File: src/rtl/spi_hold_ctl.sv
module spi_hold_ctl #(
  parameter int BITS = 8
) (
  input  logic                      clk,
  input  logic                      rst_n,
  input  logic                      sck,
  input  logic                      cs_n,
  input  logic                      hold_n,
  input  logic                      slave_oe,
  output logic                      hold_active,
  output logic                      sdo_oe,
  output logic                      rise_stb,
  output logic                      fall_stb,
  output logic [$clog2(BITS)-1:0]   bit_pos,
  output logic                      proto_rst
);
  localparam int CW = $clog2(BITS);
  localparam logic [CW-1:0] LAST = CW'(BITS - 1);

  logic sck_q;
  logic live;
  logic enter, leave;

  assign live     = !cs_n && !hold_active;
  assign rise_stb = live &&  sck && !sck_q;
  assign fall_stb = live && !sck &&  sck_q;
  assign sdo_oe   = slave_oe && live;
  assign enter    = !hold_active && !hold_n && !sck;
  assign leave    =  hold_active &&  hold_n && !sck;

  always_ff @(posedge clk or negedge rst_n) begin
    if (!rst_n) begin
      sck_q       <= 1'b0;
      hold_active <= 1'b0;
      proto_rst   <= 1'b0;
      bit_pos     <= '0;
    end else begin
      sck_q     <= sck;
      proto_rst <= cs_n && hold_active;
      if (cs_n) begin
        hold_active <= 1'b0;
        bit_pos     <= '0;
      end else begin
        if (enter)      hold_active <= 1'b1;
        else if (leave) hold_active <= 1'b0;
        if (rise_stb)   bit_pos <= (bit_pos == LAST) ? '0 : bit_pos + 1'b1;
      end
    end
  end
endmodule


File: config.mk
export PLATFORM = sky130hd
export DESIGN_NAME = spi_hold_ctl
export DESIGN_NICKNAME = d
export VERILOG_FILES = /design/src/rtl/spi_hold_ctl.sv
export SDC_FILE = /design/constraint.sdc
export NUM_CORES = 1
export LEC_CHECK = 0
export BUFFER_PORTS_ARGS = -buffer_cell sky130_fd_sc_hd__buf_2
export CAP_MARGIN = 20
export CORE_AREA = 2 2 39 41
export DETAILED_ROUTE_END_ITERATION = 10
export DIE_AREA = 0 0 41 43
export GPL_TIMING_DRIVEN = 0
export SYNTH_ARGS = -nofsm -noshare
export SYNTH_HDL_FRONTEND = slang
export SYNTH_SLANG_ARGS = --single-unit
export TNS_END_PERCENT = 100
File: constraint.sdc
create_clock -name clk -period 2.4 [get_ports clk]
set_input_delay 0.72 -clock clk [delete_from_list [all_inputs] [get_ports clk]]
set_output_delay 0.72 -clock clk [all_outputs]
set_load 0.05 [all_outputs]
==> results of run 1 <==
-- worst max-delay path, stage by stage --
cell     delay [ns]
buf_2          0.16
nor4b_4        0.40
buf_2          0.34
-- placed cells by master, fill, tap and decap left out, drive strengths merged, types with 2 or more instances in the layout --
master	count
ha	2
buf	13
nor4b	2
dfrtp	6
nand2b	2
and2b	2
clkbuf	3
mux2	2
-- final timing paths --
| kind | slack [ns] | cells after the start | startpoint | end |
|---|---|---|---|---|
| max | 0.06 | 3 | cs_n | rise_stb |
| min | 0.29 | 1 | rst_n | sck_q |
| max reg2reg | 1.01 | 2 | hold_active | bit_pos[0] |
| min reg2reg | 0.57 | 2 | bit_pos[1] | bit_pos[1] |
| max in group asynchronous | 1.96 | 1 | rst_n | proto_rst |
| min in group clk | 0.57 | 2 | bit_pos[1] | bit_pos[1] |
-- cells in the mapped netlist --
library cell  n
a21oi_1       1
and2_1        1
and2b_1       2
dfrtp_1       6
ha_1          2
mux2_2        2
mux2i_1       1
nand2_1       1
nand2b_1      2
nor2_1        1
nor3b_1       1
nor4b_1       1
nor4b_4       1
or2_2         1
-- state kept, by name, indices dropped and copies added, names as in the netlist --
register,cells
sck_q,1
proto_rst,1
hold_active,1
bit_pos,3
-- stage by stage --
step                area (µm²)  hold slack [ns]  total power [mW]  setup slack, ns
finish                   419.2           0.2928            0.2523          0.06191
global route             419.2           0.2879            0.2709          0.01367
CTS                      419.2           0.2893            0.2597          0.04289
detailed placement       396.6           0.5524            0.1618          0.04514
global placement         396.6           0.5506            0.1613          0.06071
floorplan                311.5           0.4244            0.1452        -0.008180
-- routing by layer --
layer / track usage [%] / vias to the layer above
met1: 10.86 / 103
li1: - / 114
met3: 6.283 / 0
met2: 11.56 / 14
met4: 6.000 / 0
met5: 0 / -
-- power breakdown --
part	leakage, nW	switching [mW]	internal [mW]
clock	0.0138	0.0361	0.0566
combinational	0.135	0.0331	0.0156
sequential	0.0797	0.00501	0.106
total	0.229	0.0743	0.178
-- logic make-up after synthesis --
group / synth area share [%]
flops: 50.00
fa+ha+maj: 8.332
simple gates: 29.17
compound gates: 1.665
mux: 10.83
-- cell type report --
| class | count | area (µm²) | area share (%) |
|---|---|---|---|
| multi-input combinational | 17 | 161.4 | 38.51 |
| timing repair buffer | 13 | 65.06 | 15.52 |
| sequential | 6 | 150.1 | 35.82 |
| tap | 16 | 20.02 | 4.776 |
| clock buffer | 3 | 22.52 | 5.373 |
==> results.md, run 1 <==
* Status: completed
* Setup Crit Path Kind: input port to output pin
* Gr usage total at 9.201%
* First-pass GRT wire length at 1014 µm
* DR iter-0 viols at 8
* Metal2 WL at 248 µm
* Crit path DAT at 1.62 ns
* Unique cell type count in the Yosys netlist at 14
* Worst-path fanout max at 8
* Final wirelength at 599 µm
* Largest net degree at the start of global routing at 9
* H-Tree Depth at 1
* Final Critical Period at 2.338 ns
* Worst-Margin Slew at 0.3662 ns
* Pwr dens at 602.0 nW/µm²
* Inst Count DP at 52
* Register area share after synthesis at 50.00%
* Drt pass-1 iters at 3
* Ports at 14
* Final period utilization at 97.42%
* CTS sink cnt at 6
* Num CTS Buffers at 3
* Startpoint types: input port
* Root Buffer: clkbuf_4
* Chip width at 41 µm
* WL met3 at 57 µm
* Cell Count, Final, Fillers Out at 55
* Setup TNS at 0 ns
* Clock Skew at 0.004668 ns
* Max Freq at 0.4277 GHz
* Post-cts resize count at 0
* Warnings, synthesis at 0
* Top-area cell type share of the netlist area at 50.00%
* Synth Register Bits at 6
* Post-route ant nets at 0
* Synth top area cells: dfrtp_1 (50%), ha_1 (8.3%), nor4b_4 (7.9%)
* RSZ-0062 raised after global routing: false
* Worst min-delay path category: input port to asynchronous set/reset pin
* Type of element capturing the critical path: output pin
* Initial Util at 21.70%
* Nets at 49
* Vias at 231
* Syn-to-layout area delta at 39.58%
* Clock tree buffer depth at 2
* Max Slew Vio Count at 0
* Antenna cells at 0
* Die Height at 43 µm
* Top Metal Used: met3
* Util after Layout at 30.29%
* Worst vdd ir at 0.2382 mV
* Final setup viols at 0
* Grt total ovfl at 0
* Mean post-synth cell area at 13.06 µm²
* Fin. Hold Viols at 0
* WL per Instance at 10.89 µm
* Dpl hpwl at 486 µm
* M1 WL at 294 µm
* Hold_buf cts at 0
* Synth Net Count at 31
* Cells after Synth at 23
* Max-slew headroom at 75.49%
* Syn Std Cell Area at 300.3 µm²
* Clock latency on the worst-skew pair at 0.24 ns
* Setup Buffers After CTS at 0
* Post-synth top area cell: dfrtp_1
* I/O Buffers at 13
* Number of fill cells at 146
* Leakage at 0.2288 nW
* Worst-path clk slew at 0.05 ns
* DR DRC count at 0
* Via/cell ratio at 4.200
* Share of cells above drive strength 1 at 56.41%
* Routability congestion estimate at 0.6321
* Core area at 1384 µm²
* Die area at 1763 µm²
* CTS tree: done
* Rows at 14
* Max_cap viols at 0
* Critical Path RT at 1.68 ns
* Antenna violations before repair at 0
* Vias in the first global route at 232
Note: power is estimated with default switching activity, not from simulation.
==> run 2: changes to the inputs <==
--- a/config.mk
+++ b/config.mk
@@ -5,12 +5,14 @@
 export SDC_FILE = /design/constraint.sdc
 export NUM_CORES = 1
 export LEC_CHECK = 0
+export ABC_AREA = 1
 export BUFFER_PORTS_ARGS = -buffer_cell sky130_fd_sc_hd__buf_2
 export CAP_MARGIN = 20
 export CORE_AREA = 2 2 39 41
 export DETAILED_ROUTE_END_ITERATION = 10
 export DIE_AREA = 0 0 41 43
 export GPL_TIMING_DRIVEN = 0
+export REMOVE_ABC_BUFFERS = 1
 export SYNTH_ARGS = -nofsm -noshare
 export SYNTH_HDL_FRONTEND = slang
 export SYNTH_SLANG_ARGS = --single-unit
==> run 2 against run 1 <==
Effect of this change:
- clock skew barely moved
- design area shrank 0.90%
- global-route usage is 0.19 points higher
- wire length down 0.67%
- critical path depth is 2 higher
- final cell count increased by 20%
- flip-flop and latch count is the same
- power rose by 0.58%
- non-clock buffer count is the same
- combinational power rose by 4.1%
- critical path type unchanged
==> results.md, run 2 <==
* Ys flop type: dfrtp_1
* Post-route ant nets at 0
* WL per Instance at 9.015 µm
* Setup TNS at 0 ns
* Rows at 14
* Final wirelength at 595 µm
* Critical Path RT at 1.68 ns
* Warnings, synthesis at 0
* Share of cells above drive strength 1 at 42.00%
* Worst min-delay path category: input port to asynchronous set/reset pin
* Status: completed
* FF/Latch Area at 150.1 µm²
* Post-cts resize count at 0
* Total power at 253.8 µW
* Unique cell type count in the Yosys netlist at 12
* Root Buffer: clkbuf_4
* Post-synth EDFFs at 0
* Clock Skew at 0.004381 ns
* Register area share after synthesis at 48.78%
* Pwr dens at 611.0 nW/µm²
* Vias at 266
* Mean post-synth cell area at 9.053 µm²
* DR iter-0 viols at 3
* DR DRC count at 0
* Type of element capturing the critical path: output pin
* Final WS setup at 0.2848 ns
* Routability congestion estimate at 0.6681
* Switching Share at 30.87%
* Final period utilization at 88.13%
* Clock latency on the worst-skew pair at 0.24 ns
* Post-Place Setup Slack at 0.2781 ns
* RSZ-0062 raised after global routing: false
* Most flops, register: bit_pos
* Reg power frac at 43.5%
* Num CTS Buffers at 3
* Dpl hpwl at 484.1 µm
* Drt pass-1 iters at 4
* Hold_buf cts at 0
* Via/cell ratio at 4.030
* Antenna violations before repair at 0
* NetSw at 78.35 µW
* Final setup viols at 0
* H-Tree Depth at 1
* Ports at 14
* Setup Buffers After CTS at 0
* Startpoint types: input port
* Syn Std Cell Area at 307.8 µm²
* CTS tree: done
* Setup Crit Path Kind: input port to output pin
* Die area at 1763 µm²
* Vias in the first global route at 247
* Nets at 60
* Final Critical Period at 2.115 ns
* Max Freq at 0.4728 GHz
* Area of the multi-input gates at 127.6 µm²
* P_int at 175.5 µW
* Crit path DAT at 1.40 ns
* Worst-path fanout max at 5
* CTS sink cnt at 6
* Logic pwr share at 20.0%
* Max_cap viols at 0
* Worst-path clk slew at 0.05 ns
* Core area at 1384 µm²
* I/O Buffers at 13
* FFs w/ async S/R, synth at 100.0%
* Most common cell after layout, fill and taps aside: buf_2
* Clk network pwr share at 36.5%
* Largest net degree at the start of global routing at 7
* Largest register FFs at 3
* Reg2reg start: bit_pos[0]
* Fin. Hold Viols at 0
* Initial Util at 22.24%
* Max Slew Vio Count at 0
* Leakage at 0.2653 nW
* Die Height at 43 µm
* Post-synth top area cell: dfrtp_1
* Most frequent cells in the layout: buf_2 (13), inv_1 (6), dfrtp_1 (6)
* Number of fill cells at 150
* Chip width at 41 µm
* Max-slew headroom at 83.46%
* Syn-to-layout area delta at 34.96%
* Clock tree buffer depth at 2
* Grt total ovfl at 0
* Top-area cell type share of the netlist area at 48.78%
* Synth Register Bits at 6
* Worst-Margin Slew at 0.2499 ns
* Synth top area cells: dfrtp_1 (49%), ha_1 (8.1%), inv_1 (7.3%)
* Cells after Synth at 34
* Worst vdd ir at 0.2207 mV
* Worst Setup SP: cs_n
* Gr usage total at 9.394%
* Synth top cells by count: dfrtp_1 (6), inv_1 (6), nand2_1 (5)
* First-pass GRT wire length at 1041 µm
* Antenna cells at 0
run 2: critical path, cell delays in order:
cell and delay [ns]:
buf_2 0.12, nor2_4 0.16, inv_2 0.05, nor2_1 0.07
buf_2 0.26
run 2: final timing paths:
| path | slack [ns] | depth (start not counted) | end |
|---|---|---|---|
| worst max-delay path | 0.28 | 5 | fall_stb |
| worst min-delay path | 0.29 | 1 | bit_pos[1] |
| worst max register to register | 1.28 | 4 | bit_pos[2] |
| worst min register to register | 0.53 | 2 | bit_pos[2] |
| max in group asynchronous | 1.96 | 1 | sck_q |
| min in group clk | 0.53 | 2 | bit_pos[2] |
run 2: metal layers:
metal / share of wire [%] / GRT usage (%)
met3: 9.6 / 4.712
met5: 0 / 0
met2: 42 / 10.94
met1: 46 / 12.13
met4: 1.7 / 8.000
run 2: cell type report:
class	count	area share (%)
multi-input cells	20	30.72
inverters	8	7.229
well taps	16	4.819
flip-flops and latches	6	36.14
clock buffers	3	5.422
repair buffers	13	15.66
run 2: cells by family after synthesis:
family	synth area share, %
flops	48.78
fa+ha+maj	8.129
simple gates	30.08
compound gates	3.249
buf+inv	9.756
run 2: power groups by stage:
stage | Sequential, mW | Clock (mW) | Combinational, mW
detailed placement | 0.112 | 0 | 0.0513
global route | 0.111 | 0.103 | 0.0560
global placement | 0.112 | 0 | 0.0509
CTS | 0.110 | 0.0972 | 0.0515
floorplan | 0.125 | 0 | 0.0227
finish | 0.110 | 0.0926 | 0.0508
run 2: through the flow:
step	hold WS (ns)	utilization [%]	cell area (µm²)	cells
6_report	0.2939	30.02	415.4	66
5_1_grt	0.2954	30.02	415.4	66
4_1_cts	0.2918	30.02	415.4	66
3_5_place_dp	0.5286	28.39	392.9	63
3_3_place_gp	0.5142	28.39	392.9	63
2_1_floorplan	0.4244	-	307.8	34
==> run 3: changes to the inputs <==
--- a/config.mk
+++ b/config.mk
@@ -5,7 +5,6 @@
 export SDC_FILE = /design/constraint.sdc
 export NUM_CORES = 1
 export LEC_CHECK = 0
-export ABC_AREA = 1
 export BUFFER_PORTS_ARGS = -buffer_cell sky130_fd_sc_hd__buf_2
 export CAP_MARGIN = 20
 export CORE_AREA = 2 2 39 41
==> run 3 against run 2 <==
Effect of this change:
- sequential share of layout area up 0.67 points
- utilization down 0.54 points
- design area down 1.8%
- clock power down 3.6%
- critical endpoint is now rise_stb
- wire length up 2.5%
- setup slack worse by 0.21 ns
- combinational power down 5.7%
==> results.md, run 3 (synthesized netlist as in run 1, its figures left out) <==
* Final wirelength at 610 µm
* Most Frequent Cell on Critical Path: buf_2
* Final WS setup at 0.07605 ns
* Chip width at 41 µm
* Util after Layout at 29.48%
* Final setup viols at 0
* I/O Buffers at 13
* Die area at 1763 µm²
* Post-Place Setup Slack at 0.06063 ns
* Vias at 235
* Largest register FFs at 3
* Hold_buf cts at 0
* Root Buffer: clkbuf_4
* Inst Count DP at 52
* Grt total ovfl at 0
* Setup Buffers After CTS at 0
* Fin. Hold Viols at 0
* Antenna cells at 0
* Post-route ant nets at 0
* Max_cap viols at 0
* Max-slew headroom at 76.30%
* Most frequent cells in the layout: buf_2 (13), dfrtp_1 (6), clkbuf_4 (3)
* CTS sink cnt at 6
* Grt met2 use at 10.00%
* Vias in the first global route at 233
* Status: completed
* Crit path DAT at 1.60 ns
* Gr usage total at 9.109%
* Via/cell ratio at 4.273
* Post-cts resize count at 0
* Clock Skew at 0.0005020 ns
* Routing usage on met3 at 4.712%
* Num CTS Buffers at 3
* Most flops, register: bit_pos
* Leakage at 0.2248 nW
* Max Freq at 0.4303 GHz
* Die Height at 43 µm
* Core area at 1384 µm²
* Dpl cell area at 385.4 µm²
* M1 GR Usage at 11.22%
* Worst-Margin Slew at 0.3540 ns
* Setup TNS at 0 ns
* Most common cell after layout, fill and taps aside: buf_2
* First-pass GRT wire length at 972 µm
* Drt pass-1 iters at 1
* Syn-to-layout area delta at 35.83%
* Setup Crit Path Kind: input port to output pin
* Final period utilization at 96.83%
* RSZ-0062 raised after global routing: false
* H-Tree Depth at 1
* Worst-path clk slew at 0.04 ns
* DR iter-0 viols at 0
* Min Hold Slack at 0.3003 ns
* Final Instance Area at 407.9 µm²
* Cell Count, Final, Fillers Out at 55
* Worst vdd ir at 0.2378 mV
* Max Slew Vio Count at 0
* CTS tree: done
* Final Critical Period at 2.324 ns
* CP max stage cell: nor4b_4
* Initial Util at 21.70%
* CP Buf/Inv Count at 2
* Top delay family on crit path: buffers and inverters
* Total power at 248.1 µW
* Most Crowded Layer GR: met1
* Critical Path RT at 1.68 ns
* Nets at 49
* Antenna violations before repair at 0
* Crit path cell chain: buf_2 > nor4b_4 > buf_2
* Startpoint types: input port
* Worst min-delay path category: input port to asynchronous set/reset pin
* DR DRC count at 0
* Routability congestion estimate at 0.6246
* WL per Instance at 11.09 µm
* Number of fill cells at 143
* Worst-path fanout max at 8
* Rows at 14
* Ports at 14
* Type of element capturing the critical path: output pin
* Reg2reg start: hold_active
* Share of cells above drive strength 1 at 51.28%
* Worst Setup SP: cs_n
* Dpl hpwl at 467.6 µm
* Pwr dens at 608.2 nW/µm²
* Clock tree buffer depth at 2
* Slowest stage delay, CP at 0.39 ns
* Clock latency on the worst-skew pair at 0.24 ns
* Largest net degree at the start of global routing at 9
run 3: layout make-up:
type	count	area, µm²	area share [%]
clock buffers	3	22.52	5.521
multi-input cells	17	150.1	36.81
flip-flops and latches	6	150.1	36.81
well taps	16	20.02	4.908
repair buffers	13	65.06	15.95
run 3: power by group:
group          total (mW)  internal, mW  switching (mW)
combinational      0.0479        0.0150          0.0330
clock              0.0893        0.0563          0.0329
sequential          0.111         0.106         0.00486
run 3: worst paths after layout:
path                       slack, ns  cells past startpoint         end
max reg2reg                     1.02                      2  bit_pos[2]
max                             0.08                      3    rise_stb
min                             0.30                      1       sck_q
min in group clk                0.57                      2  bit_pos[1]
max in group asynchronous       1.96                      1  bit_pos[1]
min reg2reg                     0.57                      2  bit_pos[1]
run 3: per-layer routing:
layer	share of wire (%)	vias to the layer above
met4	1.3	0
li1	-	113
met1	51	106
met5	0	-
met3	7.5	2
met2	39	14
